--- config.mk ---
export PLATFORM = sky130hd
export DESIGN_NAME = fpcsr_unit
export DESIGN_NICKNAME = d
export VERILOG_FILES = /design/src/rtl/fpcsr_pkg.sv /design/src/rtl/fpcsr_sticky.sv /design/src/rtl/fpcsr_image.sv /design/src/rtl/fpcsr_rnd_decode.sv /design/src/rtl/fpcsr_unit.sv
export SDC_FILE = /design/constraint.sdc
export NUM_CORES = 1
export LEC_CHECK = 0
export BUFFER_PORTS_ARGS = -buffer_cell sky130_fd_sc_hd__buf_2
export CORE_UTILIZATION = 37
export DETAILED_ROUTE_END_ITERATION = 16
export GPL_TIMING_DRIVEN = 1
export PLACE_DENSITY_LB_ADDON = 0.3
export SYNTH_ARGS = -nofsm -noshare
export SYNTH_HDL_FRONTEND = slang
export SYNTH_SLANG_ARGS = --single-unit
--- constraint.sdc ---
create_clock -name clk_i -period 1.7 [get_ports clk_i]
set_input_delay 0.255 -clock clk_i [delete_from_list [all_inputs] [get_ports clk_i]]
set_output_delay 0.255 -clock clk_i [all_outputs]
set_load 0.01 [all_outputs]
--- src/rtl/fpcsr_pkg.sv ---
package fpcsr_pkg;
  typedef enum logic [1:0] {
    RND_NEAREST = 2'd0,
    RND_ZERO    = 2'd1,
    RND_POS     = 2'd2,
    RND_NEG     = 2'd3
  } rnd_mode_e;

  localparam int unsigned FLAG_N   = 5;
  localparam int unsigned FLAG_LSB = 0;
  localparam int unsigned TRAP_LSB = 5;
  localparam int unsigned RND_LSB  = 10;
  localparam int unsigned RND_W    = 3;
  localparam int unsigned COND_BIT = 29;
endpackage

--- src/rtl/fpcsr_sticky.sv ---
module fpcsr_sticky #(
  parameter int unsigned N = 5
) (
  input  logic         clk_i,
  input  logic         rst_ni,
  input  logic         load_i,
  input  logic [N-1:0] load_val_i,
  input  logic [N-1:0] set_i,
  output logic [N-1:0] flags_o
);
  for (genvar k = 0; k < N; k++) begin : g_flag
    logic q;
    always_ff @(posedge clk_i or negedge rst_ni) begin
      if (!rst_ni)      q <= 1'b0;
      else if (set_i[k]) q <= 1'b1;  // datapath wins over reload
      else if (load_i)  q <= load_val_i[k];
    end
    assign flags_o[k] = q;
  end
endmodule

--- src/rtl/fpcsr_image.sv ---
module fpcsr_image #(
  parameter int unsigned DATA_W   = 32,
  parameter logic [31:0] WR_MASK  = 32'h2000_1FE0,
  parameter int unsigned COND_BIT = 29
) (
  input  logic              clk_i,
  input  logic              rst_ni,
  input  logic              wr_i,
  input  logic [DATA_W-1:0] wr_data_i,
  input  logic              cond_we_i,
  input  logic              cond_i,
  output logic [DATA_W-1:0] image_o
);
  localparam logic [DATA_W-1:0] MASK = DATA_W'(WR_MASK);

  logic [DATA_W-1:0] img_q, img_d;

  always_comb begin
    img_d = img_q;
    if (wr_i) img_d = wr_data_i;
    if (cond_we_i) img_d[COND_BIT] = cond_i;
    img_d = img_d & MASK;
  end

  always_ff @(posedge clk_i or negedge rst_ni) begin
    if (!rst_ni) img_q <= '0;
    else         img_q <= img_d;
  end

  assign image_o = img_q;
endmodule

--- src/rtl/fpcsr_rnd_decode.sv ---
module fpcsr_rnd_decode
  import fpcsr_pkg::*;
#(
  parameter int unsigned FW = 3
) (
  input  logic          clk_i,
  input  logic          rst_ni,
  input  logic          wr_i,
  input  logic [FW-1:0] new_field_i,
  input  logic [FW-1:0] old_field_i,
  output rnd_mode_e     mode_o,
  output logic          abort_o
);
  logic      changed, legal, abort_q;
  rnd_mode_e mode_q;

  assign changed = wr_i && (new_field_i != old_field_i);
  assign legal   = (new_field_i[FW-1:2] == '0);

  always_ff @(posedge clk_i or negedge rst_ni) begin
    if (!rst_ni) begin
      mode_q  <= RND_NEAREST;
      abort_q <= 1'b0;
    end else begin
      abort_q <= changed && !legal;
      if (changed && legal) mode_q <= rnd_mode_e'(new_field_i[1:0]);
    end
  end

  assign mode_o  = mode_q;
  assign abort_o = abort_q;
endmodule

--- src/rtl/fpcsr_unit.sv ---
module fpcsr_unit
  import fpcsr_pkg::*;
#(
  parameter int unsigned DATA_W  = 32,
  parameter logic [31:0] WR_MASK = 32'h2000_1FE0
) (
  input  logic              clk_i,
  input  logic              rst_ni,
  input  logic              wr_en_i,
  input  logic [DATA_W-1:0] wr_data_i,
  output logic [DATA_W-1:0] rd_data_o,
  input  logic [FLAG_N-1:0] flag_set_i,
  input  logic              cond_we_i,
  input  logic              cond_i,
  output logic [1:0]        rnd_mode_o,
  output logic              rnd_abort_o
);
  logic [DATA_W-1:0] image;
  logic [FLAG_N-1:0] flags;
  rnd_mode_e         mode;

  fpcsr_image #(
    .DATA_W(DATA_W), .WR_MASK(WR_MASK), .COND_BIT(COND_BIT)
  ) i_image (
    .clk_i, .rst_ni,
    .wr_i      (wr_en_i),
    .wr_data_i (wr_data_i),
    .cond_we_i (cond_we_i),
    .cond_i    (cond_i),
    .image_o   (image)
  );

  fpcsr_sticky #(.N(FLAG_N)) i_sticky (
    .clk_i, .rst_ni,
    .load_i     (wr_en_i),
    .load_val_i (wr_data_i[TRAP_LSB +: FLAG_N]),
    .set_i      (flag_set_i),
    .flags_o    (flags)
  );

  fpcsr_rnd_decode #(.FW(RND_W)) i_rnd (
    .clk_i, .rst_ni,
    .wr_i        (wr_en_i),
    .new_field_i (wr_data_i[RND_LSB +: RND_W]),
    .old_field_i (image[RND_LSB +: RND_W]),
    .mode_o      (mode),
    .abort_o     (rnd_abort_o)
  );

  always_comb begin
    rd_data_o = image;
    rd_data_o[FLAG_LSB +: FLAG_N] = image[FLAG_LSB +: FLAG_N] | flags;
  end

  assign rnd_mode_o = mode;
endmodule

==> results_dict.tcl <==
set metrics [dict create \
    place_congestion 0.656 \
    syn_area_sq_um 866 \
    min_to "i_sticky.g_flag[0].q$_DFFE_PN0P_" \
    ys_types 16 \
    clock_latency_ns 0.28 \
    core-area_sq_um 2210 \
    port_buffers 35 \
    post_cts_resized 0 \
    setup_violations 0 \
    cts_tree "built" \
    syn_to_final_growth_pct 14.7 \
    fin_skew_ns 0.00595 \
    p_per_area_nw_per_um2 853 \
    yosys.area.top_type_share_pct 49.1 \
    nets 149 \
    tns_ns 0 \
    postLayoutCellArea_sq_um 993 \
    clockRootBuffer "clkbuf_4" \
    cts_buffers 3 \
    path_clk_slew_ns 0.09 \
    dpl.hpwl_um 939 \
    use_met1_pct 11.3 \
    drc 0 \
    final_antenna_net_count 0 \
    syn_inst 74 \
    rrSetupSlack_ns 0.29 \
    end_kind "register" \
    grt.total_usage_pct 10.3 \
    use_met2_pct 17.8 \
    clock.fmax_mhz 708 \
    fp-row-count 17 \
    critPathRequiredTime_ns 1.87 \
    reg2regPathDepth 3 \
    p_leak_uw 0.000507 \
    synth-warning-count 0 \
    rsz0062_at_grt "false" \
    worst_r2r_endpoint "i_rnd.mode_o[0]$_DFFE_PN0P_" \
    min_path_cells 2 \
    ios 77 \
    start_kind "register" \
    busiest_layer "met2" \
    initial_core_util_pct 39.1 \
    fp.dieW_um 50.4 \
    r2r-start "i_image.image_o[11]$_DFFE_PN0P_" \
    ys_ff_latch 17 \
    dr.pass1.iters 4 \
    synth.largest_area_cell "dfrtp_1" \
    crit_arrival_ns 1.58 \
    layout-drive-gt1-share_pct 43.4 \
    antenna_cells 0 \
    fin_crit_sh_pct 83.1 \
    hp-start "flag_set_i[0]" \
    grt_first_pass_wirelength_um 1950 \
    clk_path_buf_depth 2 \
    grt_start_max_net_pins 22 \
    setup_slack_ns 0.288 \
    p_total_uw 848 \
    slew_viol_final 0 \
    status "completed" \
    die_height_um 50.4 \
    synth_area_leaders "dfrtp_1 49%, buf_4 20%, mux2_2 9.1%" \
    die-area_sq_um 2540 \
    vias 571 \
    drtIter0Drc 4 \
    hold_violations 0 \
    grt_remaining_overflow 0 \
    htreeDepth 1 \
    period_minus_slack_ns 1.41 \
    seq_area_frac_synth_pct 49.1 \
    viasPerCell 4.26 \
    wl_per_cell_um 9.23 \
    antenna_found_initial 0 \
    cts_sinks 17 \
    hold_class "in2reg" \
    wirelength_um 1240 \
    worstSetupPathType "reg2reg" \
    peakVddDrop_mv 0.667 \
    pre_cts_ws_ns 0.286 \
    synth_area_per_cell_sq_um 11.7 \
    grt_use_met3_pct 4.55 \
    first_global_vias 477 \
    maxCapViolCount 0 \
    post_dp_cell_area_sq_um 957 \
    crit_fanout 3 \
    post_cts_buffers 0 \
]
stage by stage:
| step | utilization, % | instances | hold slack, ns |
|---|---|---|---|
| finish | 44.9 | 134 | 0.153 |
| global route | 44.9 | 134 | 0.147 |
| CTS | 44.9 | 134 | 0.145 |
| detailed placement | 43.3 | 129 | 0.190 |
| global placement | 43.3 | 129 | 0.197 |
| floorplan | - | 91 | -0.0406 |
where the power goes:
part,internal [uW],switching (uW)
clock network,91.0,114
logic,81.0,95.7
registers,444,21.2
sequential cells by signal (all words and copies together), names as in the netlist:
name and cells:
i_rnd.abort_o 1, i_sticky.g_flag.q 5, i_image.image_o 9, i_rnd.mode_o 2
synth_stat cells, drive strengths merged:
cell type,instances
mux2,9
a211o,5
o21ai,2
mux2i,1
nor2,1
nor3,1
xor2,2
nor2b,5
dfrtp,17
nand2,2
conb,1
inv,2
o311ai,1
buf,25
metal layers:
metal  vias up  part of all wire [%]
met2        41                    48
met5         -                     0
met1       261                    41
met3         2                    10
met4         0                  0.57
li1        267                     -
critical path, stage by stage (launching register included):
cell and delay [ns]:
dfrtp_1 0.41, xor2_1 0.19, o311ai_2 0.34, mux2_1 0.36
placed cells by master (no fill, tap or decap):
cell type and count:
dfrtp_1 17, o311ai_2 1, clkbuf_1 1, a211o_1 5, nor3_1 1, inv_1 2
nor2_1 1, nand2_1 2, mux2i_1 1, nor2b_1 5, o21ai_0 2, buf_2 35
xor2_1 2, conb_1 18, clkbuf_4 3, dlygate4sd3_1 1, mux2_1 2, mux2_2 7
layout make-up:
| cell class | count | area, sq um |
|---|---|---|
| tap | 28 | 35.0 |
| timing repair buffer | 36 | 185 |
| inverter | 2 | 7.51 |
| clock buffer | 4 | 26.3 |
| multi-input combinational | 47 | 314 |
| fill | 221 | 1220 |
| sequential | 17 | 425 |
logic make-up after synthesis:
logic type / after synthesis / synth area share [%]
xor gates and xnor gates: 2 / 2.02
AOI/OAI and AO/OA: 8 / 8.09
DFF: 17 / 49.1
other: 1 / 0.433
buffers and inverters: 27 / 22.0
and+or+nand+nor: 9 / 5.49
muxes: 10 / 12.9
how the worst max path moves through the flow:
stage | from | endpoint | depth (start not counted) | slack, ns
5_1_grt | i_image.image_o[11]$_DFFE_PN0P_ | i_rnd.mode_o[0]$_DFFE_PN0P_ | 3 | 0.22
4_1_cts | i_image.image_o[11]$_DFFE_PN0P_ | i_rnd.mode_o[0]$_DFFE_PN0P_ | 3 | 0.26
3_3_place_gp | i_image.image_o[11]$_DFFE_PN0P_ | i_rnd.mode_o[1]$_DFFE_PN0P_ | 3 | 0.32
2_1_floorplan | i_image.image_o[11]$_DFFE_PN0P_ | i_rnd.mode_o[0]$_DFFE_PN0P_ | 3 | 0.34
6_report | i_image.image_o[11]$_DFFE_PN0P_ | i_rnd.mode_o[0]$_DFFE_PN0P_ | 3 | 0.29
3_5_place_dp | i_image.image_o[11]$_DFFE_PN0P_ | i_rnd.mode_o[0]$_DFFE_PN0P_ | 3 | 0.29
what timing repair did:
item	CTS	global route
hold endpoints to repair	17	0
hold buffers	1	0
setup endpoints to repair	0	0
(Power assumes the default switching activity.)
